==> src/rtl/twb_pkg.sv <==
`timescale 1ns/1ps
package twb_pkg;
  // Byte offsets the bus decodes; their order is fixed by software.
  localparam int CTL_BYTES   = 3;
  localparam int OFS_CNT_LO  = 4;
  localparam int OFS_CNT_HI  = 5;
  localparam int OFS_TOP_LO  = 6;
  localparam int OFS_TOP_HI  = 7;
  localparam int OFS_CMP     = 8;
  localparam int NUM_CMP     = 3;
  localparam int CMP_BYTES   = 2 * NUM_CMP;
  localparam int OFS_END     = OFS_CMP + CMP_BYTES;
  localparam int CTL_IDX_W   = $clog2(CTL_BYTES);
  localparam int CMP_IDX_W   = $clog2(CMP_BYTES);

  // Mode field locations and the mode that unlocks top/capture writes.
  localparam int MODE_LO_LSB = 0;
  localparam int MODE_HI_LSB = 3;
  localparam logic [3:0] MODE_TOP_OPEN = 4'd12;

  typedef struct packed {
    logic                 ctl;
    logic                 cnt_lo;
    logic                 cnt_hi;
    logic                 top_lo;
    logic                 top_hi;
    logic                 cmp;
    logic [CTL_IDX_W-1:0] ctl_idx;
    logic [CMP_IDX_W-1:0] cmp_idx;
  } twb_hit_t;
endpackage

==> src/rtl/twb_decode.sv <==
`timescale 1ns/1ps
module twb_decode
  import twb_pkg::*;
#(
  parameter int ADDR_W = 4
) (
  input  logic [ADDR_W-1:0] addr,
  output twb_hit_t          hit
);
  always_comb begin
    hit = '0;
    if (addr < ADDR_W'(CTL_BYTES)) begin
      hit.ctl     = 1'b1;
      hit.ctl_idx = CTL_IDX_W'(addr);
    end else if (addr == ADDR_W'(OFS_CNT_LO)) begin
      hit.cnt_lo = 1'b1;
    end else if (addr == ADDR_W'(OFS_CNT_HI)) begin
      hit.cnt_hi = 1'b1;
    end else if (addr == ADDR_W'(OFS_TOP_LO)) begin
      hit.top_lo = 1'b1;
    end else if (addr == ADDR_W'(OFS_TOP_HI)) begin
      hit.top_hi = 1'b1;
    end else if ((addr >= ADDR_W'(OFS_CMP)) && (addr < ADDR_W'(OFS_END))) begin
      hit.cmp     = 1'b1;
      hit.cmp_idx = CMP_IDX_W'(addr - ADDR_W'(OFS_CMP));
    end
  end
endmodule

==> src/rtl/twb_shadow.sv <==
`timescale 1ns/1ps
module twb_shadow #(
  parameter int BYTE_W = 8
) (
  input  logic              clk,
  input  logic              rst,
  input  logic              load_live,
  input  logic [BYTE_W-1:0] live_hi,
  input  logic              load_bus,
  input  logic [BYTE_W-1:0] bus_byte,
  output logic [BYTE_W-1:0] temp_q
);
  // One byte shared by both word pairs; loads are mutually exclusive.
  always_ff @(posedge clk) begin
    if (rst)            temp_q <= '0;
    else if (load_live) temp_q <= live_hi;
    else if (load_bus)  temp_q <= bus_byte;
  end
endmodule

==> src/rtl/twb_bytefile.sv <==
`timescale 1ns/1ps
module twb_bytefile #(
  parameter int BYTE_W = 8,
  parameter int NBYTES = 3,
  parameter int IDX_W  = $clog2(NBYTES)
) (
  input  logic                     clk,
  input  logic                     rst,
  input  logic                     we,
  input  logic [IDX_W-1:0]         idx,
  input  logic [BYTE_W-1:0]        wdata,
  output logic [NBYTES*BYTE_W-1:0] q
);
  logic [BYTE_W-1:0] q_r [NBYTES];

  for (genvar i = 0; i < NBYTES; i++) begin : g_byte
    always_ff @(posedge clk) begin
      if (rst)                          q_r[i] <= '0;
      else if (we && idx == IDX_W'(i))  q_r[i] <= wdata;
    end
    assign q[i*BYTE_W +: BYTE_W] = q_r[i];
  end
endmodule

==> src/rtl/twb_commit.sv <==
`timescale 1ns/1ps
module twb_commit #(
  parameter int BYTE_W = 8,
  parameter int WORD_W = 2 * BYTE_W
) (
  input  logic              clk,
  input  logic              rst,
  input  logic              cnt_go,
  input  logic              top_go,
  input  logic [BYTE_W-1:0] temp,
  input  logic [BYTE_W-1:0] lo_byte,
  output logic              cnt_stb,
  output logic [WORD_W-1:0] cnt_word,
  output logic              top_stb,
  output logic [WORD_W-1:0] top_word
);
  logic [WORD_W-1:0] joined;
  assign joined = {temp, lo_byte};

  always_ff @(posedge clk) begin
    if (rst) begin
      cnt_stb  <= 1'b0;
      top_stb  <= 1'b0;
      cnt_word <= '0;
      top_word <= '0;
    end else begin
      cnt_stb <= cnt_go;
      top_stb <= top_go;
      if (cnt_go) cnt_word <= joined;
      if (top_go) top_word <= joined;
    end
  end
endmodule

==> src/rtl/timer_word_bridge.sv <==
`timescale 1ns/1ps
module timer_word_bridge
  import twb_pkg::*;
#(
  parameter int BYTE_W = 8,
  parameter int ADDR_W = 4
) (
  input  logic                              clk,
  input  logic                              rst,
  input  logic                              bus_req,
  input  logic                              bus_we,
  input  logic [ADDR_W-1:0]                 bus_addr,
  input  logic [BYTE_W-1:0]                 bus_wdata,
  output logic [BYTE_W-1:0]                 bus_rdata,
  input  logic [2*BYTE_W-1:0]               cnt_live,
  output logic                              cnt_wr_stb,
  output logic [2*BYTE_W-1:0]               cnt_wr_word,
  input  logic [2*BYTE_W-1:0]               top_live,
  output logic                              top_wr_stb,
  output logic [2*BYTE_W-1:0]               top_wr_word,
  output logic [BYTE_W-1:0]                 ctrl_a,
  output logic [BYTE_W-1:0]                 ctrl_b,
  output logic [BYTE_W-1:0]                 ctrl_c,
  output logic [NUM_CMP*2*BYTE_W-1:0]       cmp_words
);
  localparam int WORD_W = 2 * BYTE_W;

  twb_hit_t                   hit;
  logic                       wr, rd, top_open;
  logic [3:0]                 mode;
  logic [BYTE_W-1:0]          temp;
  logic [CTL_BYTES*BYTE_W-1:0] ctl_q;
  logic [BYTE_W-1:0]          rd_mux;
  logic [BYTE_W-1:0]          rdata_q;

  assign wr = bus_req & bus_we;
  assign rd = bus_req & ~bus_we;

  twb_decode #(.ADDR_W(ADDR_W)) u_dec (
    .addr (bus_addr),
    .hit  (hit)
  );

  twb_bytefile #(.BYTE_W(BYTE_W), .NBYTES(CTL_BYTES)) u_ctl (
    .clk   (clk),
    .rst   (rst),
    .we    (wr & hit.ctl),
    .idx   (hit.ctl_idx),
    .wdata (bus_wdata),
    .q     (ctl_q)
  );

  twb_bytefile #(.BYTE_W(BYTE_W), .NBYTES(CMP_BYTES)) u_cmp (
    .clk   (clk),
    .rst   (rst),
    .we    (wr & hit.cmp),
    .idx   (hit.cmp_idx),
    .wdata (bus_wdata),
    .q     (cmp_words)
  );

  assign ctrl_a = ctl_q[0*BYTE_W +: BYTE_W];
  assign ctrl_b = ctl_q[1*BYTE_W +: BYTE_W];
  assign ctrl_c = ctl_q[2*BYTE_W +: BYTE_W];

  // Mode gate for the top/capture pair uses the stored control fields.
  assign mode     = {ctrl_b[MODE_HI_LSB +: 2], ctrl_a[MODE_LO_LSB +: 2]};
  assign top_open = (mode == MODE_TOP_OPEN);

  twb_shadow #(.BYTE_W(BYTE_W)) u_tmp (
    .clk       (clk),
    .rst       (rst),
    .load_live (rd & (hit.cnt_lo | hit.top_lo)),
    .live_hi   (hit.cnt_lo ? cnt_live[WORD_W-1:BYTE_W] : top_live[WORD_W-1:BYTE_W]),
    .load_bus  (wr & (hit.cnt_hi | (hit.top_hi & top_open))),
    .bus_byte  (bus_wdata),
    .temp_q    (temp)
  );

  twb_commit #(.BYTE_W(BYTE_W), .WORD_W(WORD_W)) u_cmt (
    .clk      (clk),
    .rst      (rst),
    .cnt_go   (wr & hit.cnt_lo),
    .top_go   (wr & hit.top_lo & top_open),
    .temp     (temp),
    .lo_byte  (bus_wdata),
    .cnt_stb  (cnt_wr_stb),
    .cnt_word (cnt_wr_word),
    .top_stb  (top_wr_stb),
    .top_word (top_wr_word)
  );

  always_comb begin
    rd_mux = '0;
    if (hit.ctl)         rd_mux = ctl_q[int'(hit.ctl_idx)*BYTE_W +: BYTE_W];
    else if (hit.cnt_lo) rd_mux = cnt_live[BYTE_W-1:0];
    else if (hit.top_lo) rd_mux = top_live[BYTE_W-1:0];
    else if (hit.cnt_hi || hit.top_hi) rd_mux = temp;
    else if (hit.cmp)    rd_mux = cmp_words[int'(hit.cmp_idx)*BYTE_W +: BYTE_W];
  end

  always_ff @(posedge clk) begin
    if (rst)     rdata_q <= '0;
    else if (rd) rdata_q <= rd_mux;
  end

  assign bus_rdata = rdata_q;
endmodule

==> config.mk <==
export PLATFORM = sky130hd
export DESIGN_NAME = timer_word_bridge
export DESIGN_NICKNAME = d
export VERILOG_FILES = /design/src/rtl/twb_pkg.sv /design/src/rtl/twb_decode.sv /design/src/rtl/twb_shadow.sv /design/src/rtl/twb_bytefile.sv /design/src/rtl/twb_commit.sv /design/src/rtl/timer_word_bridge.sv
export SDC_FILE = /design/constraint.sdc
export NUM_CORES = 1
export LEC_CHECK = 0
export BUFFER_PORTS_ARGS = -buffer_cell sky130_fd_sc_hd__buf_4
export CORE_MARGIN = 5
export CORE_UTILIZATION = 35
export DETAILED_ROUTE_END_ITERATION = 6
export HOLD_SLACK_MARGIN = 0.06
export MAX_ROUTING_LAYER = met4
export SLEW_MARGIN = 25
export SYNTH_ARGS = -nofsm -noshare
export SYNTH_HDL_FRONTEND = slang
export SYNTH_SLANG_ARGS = --single-unit
==> constraint.sdc <==
create_clock -name clk -period 1.8 [get_ports clk]
set_input_delay 0.09 -clock clk [delete_from_list [all_inputs] [get_ports clk]]
set_output_delay 0.09 -clock clk [all_outputs]
set_load 0.02 [all_outputs]
# Word-level counts from Yosys, hierarchy flattened
# Memories as Yosys holds them, arrays and structs flattened.
# Index checks and enable logic that the tools add are counted.
[word_totals]
reg_bits = 50
n_memories = 2
wordCells = 126
inputBits = 48
out_inout_bits = 114
ramBits = 72
[op_classes]
magnitude_cmp = 3
shift = 2
mux = 64
bitwise_logic = 22
n_eq_ne = 12
reduce_logical = 14
add_sub_neg = 1
[mem_list]
columns = ["name", "words", "width", "rd", "rd_ports_with_merged_regs", "write_ports", "line_no", "rtl"]
rows = [
  ["u_cmp.q_r", 6, 8, 6, 0, 6, "twb_bytefile.sv:14", "logic [BYTE_W-1:0] q_r [NBYTES];"],
  ["u_ctl.q_r", 3, 8, 3, 0, 3, "twb_bytefile.sv:14", ""],
]
[op_table]
columns = ["op", "count"]
rows = [
  ["$mux 8", 17],
  ["$shiftx 48x7->8", 1],
  ["$mux 1", 36],
  ["$shiftx 24x6->8", 1],
  ["$mux 3", 7],
  ["$eq 4x3->1 const B", 4],
  ["$or 1x1->1", 11],
  ["$and 1x1->1", 10],
  ["$logic_and 1x1->1", 10],
  ["$eq 3x2->1 const B", 2],
  ["$eq 3x3->1 const B", 2],
  ["$mux 5", 1],
  ["$eq 4x4->1 const B", 1],
  ["$ge 4x4->1 const B", 1],
  ["$lt 4x2->1 const B", 1],
  ["$lt 4x4->1 const B", 1],
  ["$mux 2", 2],
  ["$mux 4", 1],
  ["$eq 3x1->1 const B", 1],
  ["$logic_not 3->1", 1],
  ["$sub 3x1->3 const B", 1],
  ["$eq 2x1->1 const B", 1],
  ["$eq 2x2->1 const B", 1],
  ["$logic_not 2->1", 1],
  ["3 further kinds", 3],
]

# Longest topological paths before layout
[depth]
depth_word = 14
ltp_mapped = 8
depth_no_buf = 4

# Modules after synthesis
# A second synthesis with hierarchy kept.
[hier_totals]
hier_cells = 540
hier_area_um2 = 6122.1
[by_module_without_submodules]
columns = ["mod", "seq_area_each_um2", "n_inst", "cells_per_inst", "area_per_inst_um2"]
rows = [
  ["twb_bytefile at u_cmp", 1441.4, 1, 127, 1928.1],
  ["timer_word_bridge", 160.2, 1, 185, 1448.9],
  ["twb_commit", 680.7, 1, 108, 1216.2],
  ["twb_bytefile at u_ctl", 720.7, 1, 68, 1068.5],
  ["twb_shadow", 160.2, 1, 35, 369.1],
  ["twb_decode", 0.0, 1, 17, 91.3],
]

# Least setup slack after synthesis
# No wires, ideal clock.
[synth_path]
path_kind = "reg2reg"
startpoint = "mem u_ctl.q_r[0][0]"
endpoint = "reg u_cmt.top_word[10]"
required_ns = 1.663
slack_ns = 0.183
arrival_ns = 1.480
path_stages_with_launch = 6
path_buffers = 1
setup_ns = 0.137
synth_period_minus_slack_ns = 1.617
path_cell_list = "edfxtp_1 -> and4bb_2 -> nand4_1 -> clkbuf_1 -> nand2_1 -> a21oi_1"
[synth_rtl]
columns = ["element", "line_no", "rtl"]
rows = [
  ["start: declaration", "twb_bytefile.sv:14", ""],
  ["end signal: assignment", "twb_commit.sv:30", "if (top_go) top_word <= joined;"],
  ["end: declaration", "twb_commit.sv:15", "output logic [WORD_W-1:0] top_word"],
]

==> impl_metrics.env <==
export IMPL_final_util_pct=49.3
export IMPL_crit_end="u_tmp.temp_q[2]"
export IMPL_row_count=46
export IMPL_cts_setup_buffers=0
export IMPL_hold_violations=0
export IMPL_synth_edf_count=72
export IMPL_drive_gt1_share_pct=33.7
export IMPL_use_met3_pct=5.30
export IMPL_ir_drop_v=0.000597
export IMPL_syn_to_final_growth_pct=37.5
export IMPL_yosysWarnings=0
export IMPL_r2r_start="u_ctl.q_r[0][1]"
export IMPL_critPathArrivalTime_ps=1970
export IMPL_ctsHtreeMaxLevel=4
export IMPL_cts_hold_buf=8
export IMPL_dieArea_sq_um=19000
export IMPL_grt_usage_pct=20.2
export IMPL_place_area_sq_um=7200
export IMPL_syn_avg_cell_area_sq_um=10.9
export IMPL_grt_util_met2_pct=30.2
export IMPL_seqCellArea_sq_um=3160
export IMPL_end_kind="flop"
export IMPL_cap_violations=0
export IMPL_dr_pass1_iters=5
export IMPL_multi_input_area_sq_um=2350
export IMPL_final_cell_mix="186 x buf_4, 80 x nand2_1, 73 x and2_1"
export IMPL_synth_distinct_cells=53
export IMPL_cts_tree="built"
export IMPL_holdWs_ps=67.3
export IMPL_min_period_ps=1640
export IMPL_fmax_mhz=609
export IMPL_rsz0062_at_grt="false"
export IMPL_place_gp_congestion=0.912
export IMPL_dr_total_vias=4752
export IMPL_syn_inst=527
export IMPL_grt_busiest_layer="met2"
export IMPL_syn_area_sq_um=5720
export IMPL_globalRouteOverflowTotal=0
export IMPL_synthesis_nets=575
export IMPL_pin_count=162
export IMPL_synthFlopType="edfxtp_1"
export IMPL_nets=747
export IMPL_status="complete, no violations"
export IMPL_grt_pass1_vias=4827
export IMPL_grt_util_met1_pct=26.5
export IMPL_start_util_pct=35.9
export IMPL_drt_total_wl_um=18600
export IMPL_ff2ff_setup_slack_ps=160
export IMPL_leakage_nw=3.18
export IMPL_antenna_found_initial=0
export IMPL_yosysSeqAreaShare_pct=55.3
export IMPL_die_width_um=138
export IMPL_cp_startpoint="u_ctl.q_r[0][1]"
export IMPL_async_reset_ff_share_pct=0
export IMPL_numCtsBuffers=17
export IMPL_power_density_nw_per_um2=926
export IMPL_stdcell_area_sq_um=7870
export IMPL_via_per_inst=5.12
export IMPL_core_region_area_sq_um=15900
export IMPL_synth_seq_cells=122
export IMPL_antenna_cells=0
export IMPL_cts_root_buffer="clkbuf_16"
export IMPL_finalClockSkew_ps=13.6
export IMPL_grt_first_pass_wirelength_um=27500
export IMPL_dp_hpwl_um=13700
export IMPL_drc=0
export IMPL_path_clk_slew_ps=50
export IMPL_worstMarginPinSlew_ps=555
export IMPL_die_h_um=138
export IMPL_clockBufferDepth=2
export IMPL_post_drt_wl_per_cell_um=20.1
export IMPL_slew_headroom_pct=62.9
export IMPL_r2r_end="u_tmp.temp_q[2]"
export IMPL_fin_setup_tns_ps=0
export IMPL_layout_commonest_cell="buf_4"
export IMPL_fin_crit_sh_pct=91.2
export IMPL_clkSinkCount=122
export IMPL_drv_slew=0
export IMPL_nFillCells=1448
export IMPL_power_mw=7.28
export IMPL_required_ps=2130
export IMPL_io_buffers=161
export IMPL_final_antenna_net_count=0
export IMPL_worstRegToRegCells=4
export IMPL_start_kind="flop"
export IMPL_cts_resized=0
export IMPL_clk_latency_ps=420
export IMPL_path_max_fanout=6
export IMPL_criticalPathCategory="flop to flop"
export IMPL_drtIter0Drc=288
export IMPL_setup_viol=0
export IMPL_grt_start_max_net_pins=39
export IMPL_hp_class="input pin to flop"
[logic make-up after synthesis]
family	after synthesis	synth area share (%)
and+or+nand+nor	215	19.8
muxes	37	6.50
DFF	122	55.3
AOI/OAI and AO/OA	109	14.6
buffers and inverters	43	3.65
xor gates and xnor gates	1	0.153
[layout make-up]
| type | instances | area share (%) |
|---|---|---|
| sequential | 122 | 40.2 |
| clock buffer | 26 | 7.03 |
| inverter | 1 | 0.0477 |
| clock inverter | 6 | 0.382 |
| tap | 216 | 3.44 |
| multi-input combinational | 362 | 29.9 |
| timing repair buffer | 195 | 19.0 |
[stage by stage]
step	instances	setup WS, ps
floorplan	527	183
global placement	888	151
detailed placement	888	99.3
CTS	928	163
global route	928	43.8
finish	928	158
[worst min-delay path by stage]
stage | depth (start not counted) | startpoint | to
after floorplan | 2 | bus_wdata[0] | u_cmt.top_word[0]
after global placement | 3 | bus_wdata[0] | u_cmt.cnt_word[0]
after detailed placement | 3 | bus_wdata[1] | u_cmt.cnt_word[1]
after CTS | 3 | cnt_live[14] | u_tmp.temp_q[6]
after global routing | 3 | cnt_live[14] | u_tmp.temp_q[6]
final | 3 | cnt_live[14] | u_tmp.temp_q[6]
[power breakdown]
part | internal, mW | switching (mW) | total (mW)
Sequential | 3.07 | 0.0810 | 3.15
Combinational | 0.355 | 0.510 | 0.865
Clock | 2.10 | 1.16 | 3.26
Total | 5.53 | 1.76 | 7.28
[registers in the layout, indices dropped and copies added (netlist names)]
register,flops
u_cmp.q_r,48
u_ctl.q_r,24
u_cmt.cnt_word,16
u_cmt.top_word,16
bus_rdata,8
u_tmp.temp_q,8
u_cmt.cnt_stb,1
u_cmt.top_stb,1
[Yosys cell counts, types with 3 or more instances]
cell type  number  area share [%]
nand3_1         8            0.70
clkbuf_1       23             1.5
nor2b_1         5            0.55
nor2_1         27             1.8
dfxtp_1        50              17
a31o_2          3            0.46
o2bb2ai_1       7             1.1
mux2i_1        36             6.3
a21oi_1        22             1.9
a221oi_1        7             1.1
o21bai_1        4            0.52
a21oi_2        10             1.5
a311oi_1       10             1.5
nand2_1        80             5.2
edfxtp_1       72              38
a22oi_1         8             1.0
a22o_1          7             1.1
a211oi_1        6            0.79
buf_1           3            0.20
buf_2          11            0.96
and2_1         73             8.0
o21ai_0        10            0.87
o22a_1          6            0.92
[routing by layer]
layer,up-vias,share of wire (%)
met5,-,0
met4,0,2.4
met3,33,7.1
met2,195,47
met1,2278,44
li1,2246,-
[worst max-delay path: stages, from the launching register on]
cell and delay (ps):
edfxtp_1 440, and4bb_2 460, o2111ai_4 220, mux2i_1 180, a211oi_1 250
(Power assumes the default switching activity.)
